===== src/rtl/prio_irq_pkg.sv =====
package prio_irq_pkg;
  typedef enum logic [1:0] {
    SEL_FLAGS = 2'd0,
    SEL_MASK  = 2'd1,
    SEL_BASE  = 2'd2,
    SEL_NONE  = 2'd3
  } reg_sel_e;
endpackage


===== src/rtl/prio_flag_reg.sv =====
module prio_flag_reg #(
  parameter int N = 20
) (
  input  logic         clk,
  input  logic         rst_n,
  input  logic         wr_en,
  input  logic [N-1:0] wr_data,
  input  logic [N-1:0] clr_vec,
  input  logic [N-1:0] set_vec,
  output logic [N-1:0] flags_q
);
  logic [N-1:0] after_wr;

  assign after_wr = wr_en ? wr_data : flags_q;

  always_ff @(posedge clk) begin
    if (!rst_n) flags_q <= '0;
    else        flags_q <= (after_wr & ~clr_vec) | set_vec;
  end

  // a set strobe always leaves its flag set
  a_r8_set_wins: assert property (@(posedge clk) disable iff (!rst_n)
    (|set_vec) |=> ((flags_q & $past(set_vec)) == $past(set_vec)));

  // a cleared flag not set again is gone
  a_r7_clear_taken: assert property (@(posedge clk) disable iff (!rst_n)
    (|clr_vec) |=> ((flags_q & $past(clr_vec) & ~$past(set_vec)) == '0));
endmodule


===== src/rtl/prio_cfg_regs.sv =====
module prio_cfg_regs #(
  parameter int DATA_W    = 64,
  parameter int ONES_LAST = 19,
  parameter int RW_LAST   = 47,
  parameter int ADDR_W    = 18
) (
  input  logic              clk,
  input  logic              rst_n,
  input  logic              mask_wr,
  input  logic              base_wr,
  input  logic [DATA_W-1:0] wdata,
  output logic [DATA_W-1:0] mask_full,
  output logic [ADDR_W-1:0] base_q
);
  always_ff @(posedge clk) begin
    if (!rst_n)       base_q <= '0;
    else if (base_wr) base_q <= wdata[ADDR_W-1:0];
  end

  for (genvar k = 0; k < DATA_W; k++) begin : g_mask_bit
    if (k <= ONES_LAST) begin : g_one
      assign mask_full[k] = 1'b1;
    end else if (k <= RW_LAST) begin : g_rw
      logic bit_q;
      always_ff @(posedge clk) begin
        if (!rst_n)       bit_q <= 1'b0;
        else if (mask_wr) bit_q <= wdata[k];
      end
      assign mask_full[k] = bit_q;
    end else begin : g_zero
      assign mask_full[k] = 1'b0;
    end
  end
endmodule


===== src/rtl/prio_pick.sv =====
module prio_pick #(
  parameter int N     = 20,
  parameter int IDX_W = 5
) (
  input  logic [N-1:0]     req,
  output logic             any,
  output logic [N-1:0]     grant,
  output logic [IDX_W-1:0] idx
);
  logic [N:0] none_before;

  assign none_before[0] = 1'b1;
  for (genvar i = 0; i < N; i++) begin : g_chain
    assign grant[i]         = req[i] & none_before[i];
    assign none_before[i+1] = none_before[i] & ~req[i];
  end
  assign any = ~none_before[N];

  always_comb begin
    idx = '0;
    for (int i = 0; i < N; i++)
      if (grant[i]) idx = IDX_W'(i);
  end
endmodule


===== src/rtl/prio_irq_ctrl.sv =====
module prio_irq_ctrl #(
  parameter int N_IND     = 20,
  parameter int DATA_W    = 64,
  parameter int ONES_LAST = 19,
  parameter int RW_LAST   = 47,
  parameter int ADDR_W    = 18
) (
  input  logic              clk,
  input  logic              rst_n,
  input  logic [N_IND-1:0]  ind_set,
  input  logic              sw_we,
  input  logic [1:0]        sw_sel,
  input  logic [DATA_W-1:0] sw_wdata,
  output logic [DATA_W-1:0] sw_rdata,
  input  logic              irq_ack,
  output logic              irq_req,
  output logic [ADDR_W-1:0] irq_vec
);
  import prio_irq_pkg::*;

  localparam int IDX_W = (N_IND > 1) ? $clog2(N_IND) : 1;

  function automatic logic [ADDR_W-1:0] form_vector(
    input logic [ADDR_W-1:0] base, input logic [IDX_W-1:0] idx);
    return base + ADDR_W'(idx);
  endfunction

  reg_sel_e              sel;
  logic                  flags_wr, mask_wr, base_wr;
  logic [N_IND-1:0]      flags_q, pend, pick_oh, clr_vec;
  logic [DATA_W-1:0]     mask_full;
  logic [ADDR_W-1:0]     base_q;
  logic                  pick_any, take_ev, serve_done;
  logic [IDX_W-1:0]      pick_idx;
  logic                  busy_q;
  logic [IDX_W-1:0]      srv_idx_q;
  logic [ADDR_W-1:0]     vec_q;

  assign sel      = reg_sel_e'(sw_sel);
  assign flags_wr = sw_we && (sel == SEL_FLAGS);
  assign mask_wr  = sw_we && (sel == SEL_MASK);
  assign base_wr  = sw_we && (sel == SEL_BASE);

  prio_flag_reg #(.N(N_IND)) u_flags (
    .clk(clk), .rst_n(rst_n), .wr_en(flags_wr),
    .wr_data(sw_wdata[N_IND-1:0]), .clr_vec(clr_vec),
    .set_vec(ind_set), .flags_q(flags_q)
  );

  prio_cfg_regs #(.DATA_W(DATA_W), .ONES_LAST(ONES_LAST),
                  .RW_LAST(RW_LAST), .ADDR_W(ADDR_W)) u_cfg (
    .clk(clk), .rst_n(rst_n), .mask_wr(mask_wr), .base_wr(base_wr),
    .wdata(sw_wdata), .mask_full(mask_full), .base_q(base_q)
  );

  assign pend = flags_q & mask_full[N_IND-1:0];

  prio_pick #(.N(N_IND), .IDX_W(IDX_W)) u_pick (
    .req(pend), .any(pick_any), .grant(pick_oh), .idx(pick_idx)
  );

  assign take_ev    = !busy_q && pick_any;
  assign serve_done = busy_q && irq_ack;
  assign clr_vec    = serve_done ? (N_IND'(1) << srv_idx_q) : '0;

  always_ff @(posedge clk) begin
    if (!rst_n) begin
      busy_q    <= 1'b0;
      srv_idx_q <= '0;
      vec_q     <= '0;
    end else if (serve_done) begin
      busy_q    <= 1'b0;
    end else if (take_ev) begin
      busy_q    <= 1'b1;
      srv_idx_q <= pick_idx;
      vec_q     <= form_vector(base_q, pick_idx);
    end
  end

  assign irq_req = busy_q;
  assign irq_vec = vec_q;

  always_comb begin
    case (sel)
      SEL_FLAGS: sw_rdata = DATA_W'(flags_q);
      SEL_MASK:  sw_rdata = mask_full;
      SEL_BASE:  sw_rdata = DATA_W'(base_q);
      default:   sw_rdata = '0;
    endcase
  end

  // at most one condition picked
  a_r4_single_pick: assert property (@(posedge clk) disable iff (!rst_n)
    $onehot0(pick_oh));
  // an idle controller with pending flags raises the request
  a_r4_take: assert property (@(posedge clk) disable iff (!rst_n)
    (!irq_req && pick_any) |=> irq_req);
  // request and target hold until acknowledge
  a_r6_hold: assert property (@(posedge clk) disable iff (!rst_n)
    (irq_req && !irq_ack) |=> (irq_req && $stable(irq_vec)));
  // one cycle low after an acknowledged request
  a_r11_gap: assert property (@(posedge clk) disable iff (!rst_n)
    (irq_req && irq_ack) |=> !irq_req);
  // stray acknowledge with nothing pending changes nothing
  a_r9_idle_ack: assert property (@(posedge clk) disable iff (!rst_n)
    (!irq_req && irq_ack && !pick_any) |=> !irq_req);
endmodule


===== config.mk =====
export PLATFORM = sky130hd
export DESIGN_NAME = prio_irq_ctrl
export DESIGN_NICKNAME = d
export VERILOG_FILES = /design/src/rtl/prio_irq_pkg.sv /design/src/rtl/prio_flag_reg.sv /design/src/rtl/prio_cfg_regs.sv /design/src/rtl/prio_pick.sv /design/src/rtl/prio_irq_ctrl.sv
export SDC_FILE = /design/constraint.sdc
export NUM_CORES = 1
export LEC_CHECK = 0
export ABC_CLOCK_PERIOD_IN_PS = 6800
export CORE_MARGIN = 4
export CORE_UTILIZATION = 35
export DETAILED_ROUTE_END_ITERATION = 10
export DONT_BUFFER_PORTS = 1
export PLACE_DENSITY = 0.58
export SLEW_MARGIN = 30
export SYNTH_ARGS = -nofsm -noshare
export SYNTH_HDL_FRONTEND = slang
export SYNTH_HIERARCHICAL = 1
export SYNTH_SLANG_ARGS = --single-unit
export TNS_END_PERCENT = 5

===== constraint.sdc =====
create_clock -name clk -period 6.8 [get_ports clk]
set_input_delay 2.04 -clock clk [delete_from_list [all_inputs] [get_ports clk]]
set_output_delay 2.04 -clock clk [all_outputs]
set_load 0.01 [all_outputs]

==> metrics <==
outcome complete, no violations; Port Buffers 0; post-route antenna net violation count 0; FMAX about 190 MHz; Slew HR 0.428; DR vias 4208; area delta synth->final -0.149%; largest net degree at the start of global routing 101; area of the multi-input gates ~3400 um2; CTS Hold Buffers Added 0; slowest stage cell, crit path nor2b_1; DR DRC count 0; crit path cell chain nor2b_1 -> buf_4 -> nand2_1 -> o21ai_0; via density per instance around 4.8; gr usage total 0.154; clk_skew 0.00528 ns; Setup crit start sw_sel[1]; Max clock buf depth 2; fin cells slightly below 900; routability cong. roughly 0.83; post-CTS setup buffers 0; Slew @ Worst Pin 0.858 ns; IO Pins roughly 170; MaxCap Viol Count 0; number of buffers created by CTS 9; CTS root buffer clkbuf_16; CP peak stage delay around 0.6 ns; first-pass GRT wire length about 22000 um; RR Endpoint irq_vec[8]; r2r worst-path depth 13; clk sinks 90; FF-to-FF setup slack 3.11 ns; Die Y about 140 um; setup_tns 0 ns; HP Class reg2reg; detailed placer's ending HPWL around 11000 um; CP arrival 3.26 ns; starting density of the core 0.356; CTS tree done; grt total ovfl 0; die area around 19000 um2; reg2reg start u_flags/flags_q[7]; Worst Path Required around 4.8 ns; post-cts sizing count 0; Antenna diodes 0; Max FO, Critical Path 24; Worst setup SP type input pin; RSZ-0062 raised after global routing no; count of final hold-check violations 0; WL/cell 16.7 um; Die X ~140 um; final core occ 0.356; initial DRC count 194; Leak around 2.2 nW; Routed WL 14600 um; Pre-antenna DRT Iters 4; Synth Cell Area 5880 um2; Mapped Avg Cell Area around 8.4 um2; Critical Path End Type output pin; Clock Pin Slew Worst Setup and Hold Paths around 0.070 ns; Placed Cells 858; Slew Limit Fails 0; nets about 750; vias in the first global route a little under 4000; Sequential Area around 1800 um2; Tmin final between 5 and 6 ns; period utilisation layout 0.780; Synth Warn # 6; Max VDD drop 125 uV; H-tree Lvls 3; pwr/cell area 220 nW/um2; # setup viols final 0; initial antenna violation count 0; critical path type in2out; cell count after synthesis approximately 700; Worst setup endpoint sw_rdata[13]; # rows between 40 and 50; # fillers between 1500 and 2000; CORE AREA 16500 um2; share of layout cells above drive strength 1 0.0566; Clock Latency Late Sink around 0.34 ns
[sequential cells by signal, summed over array words and instances, names as in the netlist]
signal	flops
u_cfg/base_q	18
srv_idx_q	5
irq_req	1
u_flags/flags_q	20
u_cfg/g_mask_bit.g_rw.bit_q	28
irq_vec	18
[per-layer routing]
metal,share of wire,global-route usage,up-vias
li1,-,-,2163
met1,0.43,0.189,1908
met2,0.47,0.252,115
met3,0.077,0.0449,22
met4,0.022,0.0593,0
met5,0,0,-
[report_power, final]
part           total [mW]  internal, mW  switching, mW
Combinational       0.194        0.0802          0.114
Clock               0.506         0.286          0.221
Sequential          0.592         0.561         0.0307
[layout make-up]
cell class	count	share of cell area
clock inverters	6	0.0111
well taps	220	0.0468
clock buffers	10	0.0390
multi-input cells	534	0.585
repair buffers	4	0.00511
inverters	10	0.00639
flip-flops and latches	90	0.307
[metrics by stage]
step                hold slack [ns]  power (mW)  setup WS (ns)  cell area (um2)
floorplan                     0.453       0.793           1.84             6010
global placement              0.471       0.797           1.46             5580
detailed placement            0.480       0.799           1.47             5580
CTS                           0.489        1.31           1.47             5880
global route                  0.520        1.37           1.39             5880
finish                        0.494        1.29           1.50             5880
[how the worst min path moves through the flow]
stage	endpoint	cells after the start	slack, ns	startpoint
finish	srv_idx_q[4]	2	0.49	srv_idx_q[4]
CTS	srv_idx_q[4]	2	0.49	srv_idx_q[4]
detailed placement	srv_idx_q[4]	2	0.48	srv_idx_q[4]
global placement	srv_idx_q[3]	2	0.47	srv_idx_q[3]
global route	srv_idx_q[4]	2	0.52	srv_idx_q[4]
floorplan	srv_idx_q[4]	2	0.45	srv_idx_q[4]
[layout by cell type (no fill, tap or decap), types with 2 or more instances in the layout]
master	n
ha_1	5
inv_1	10
dfxtp_1	90
nand4_1	2
nand2b_1	27
o2111ai_1	2
nand2_1	62
a211oi_1	5
mux2i_1	86
nor4_4	2
clkbuf_16	9
buf_4	4
o21ai_1	21
o21ai_2	2
xor2_1	12
o211ai_1	3
and2_1	65
and3_1	3
nor3b_2	2
nor3_1	9
o21ai_0	35
nand4b_1	3
a21oi_1	24
a21o_1	2
or4_1	2
nor2b_1	49
or3_1	3
clkinv_2	2
nor4_1	4
conb_1	36
nor2_1	39
nand3_1	6
[worst max-delay path, delay by kind of cell]
kind / cells / cell delay (ns)
AO/OA/AOI/OAI: 1 / 0.24
buffers and inverters: 1 / 0.31
AND/OR/NAND/NOR: 2 / 0.66
Power figures use the tool's default switching activity.
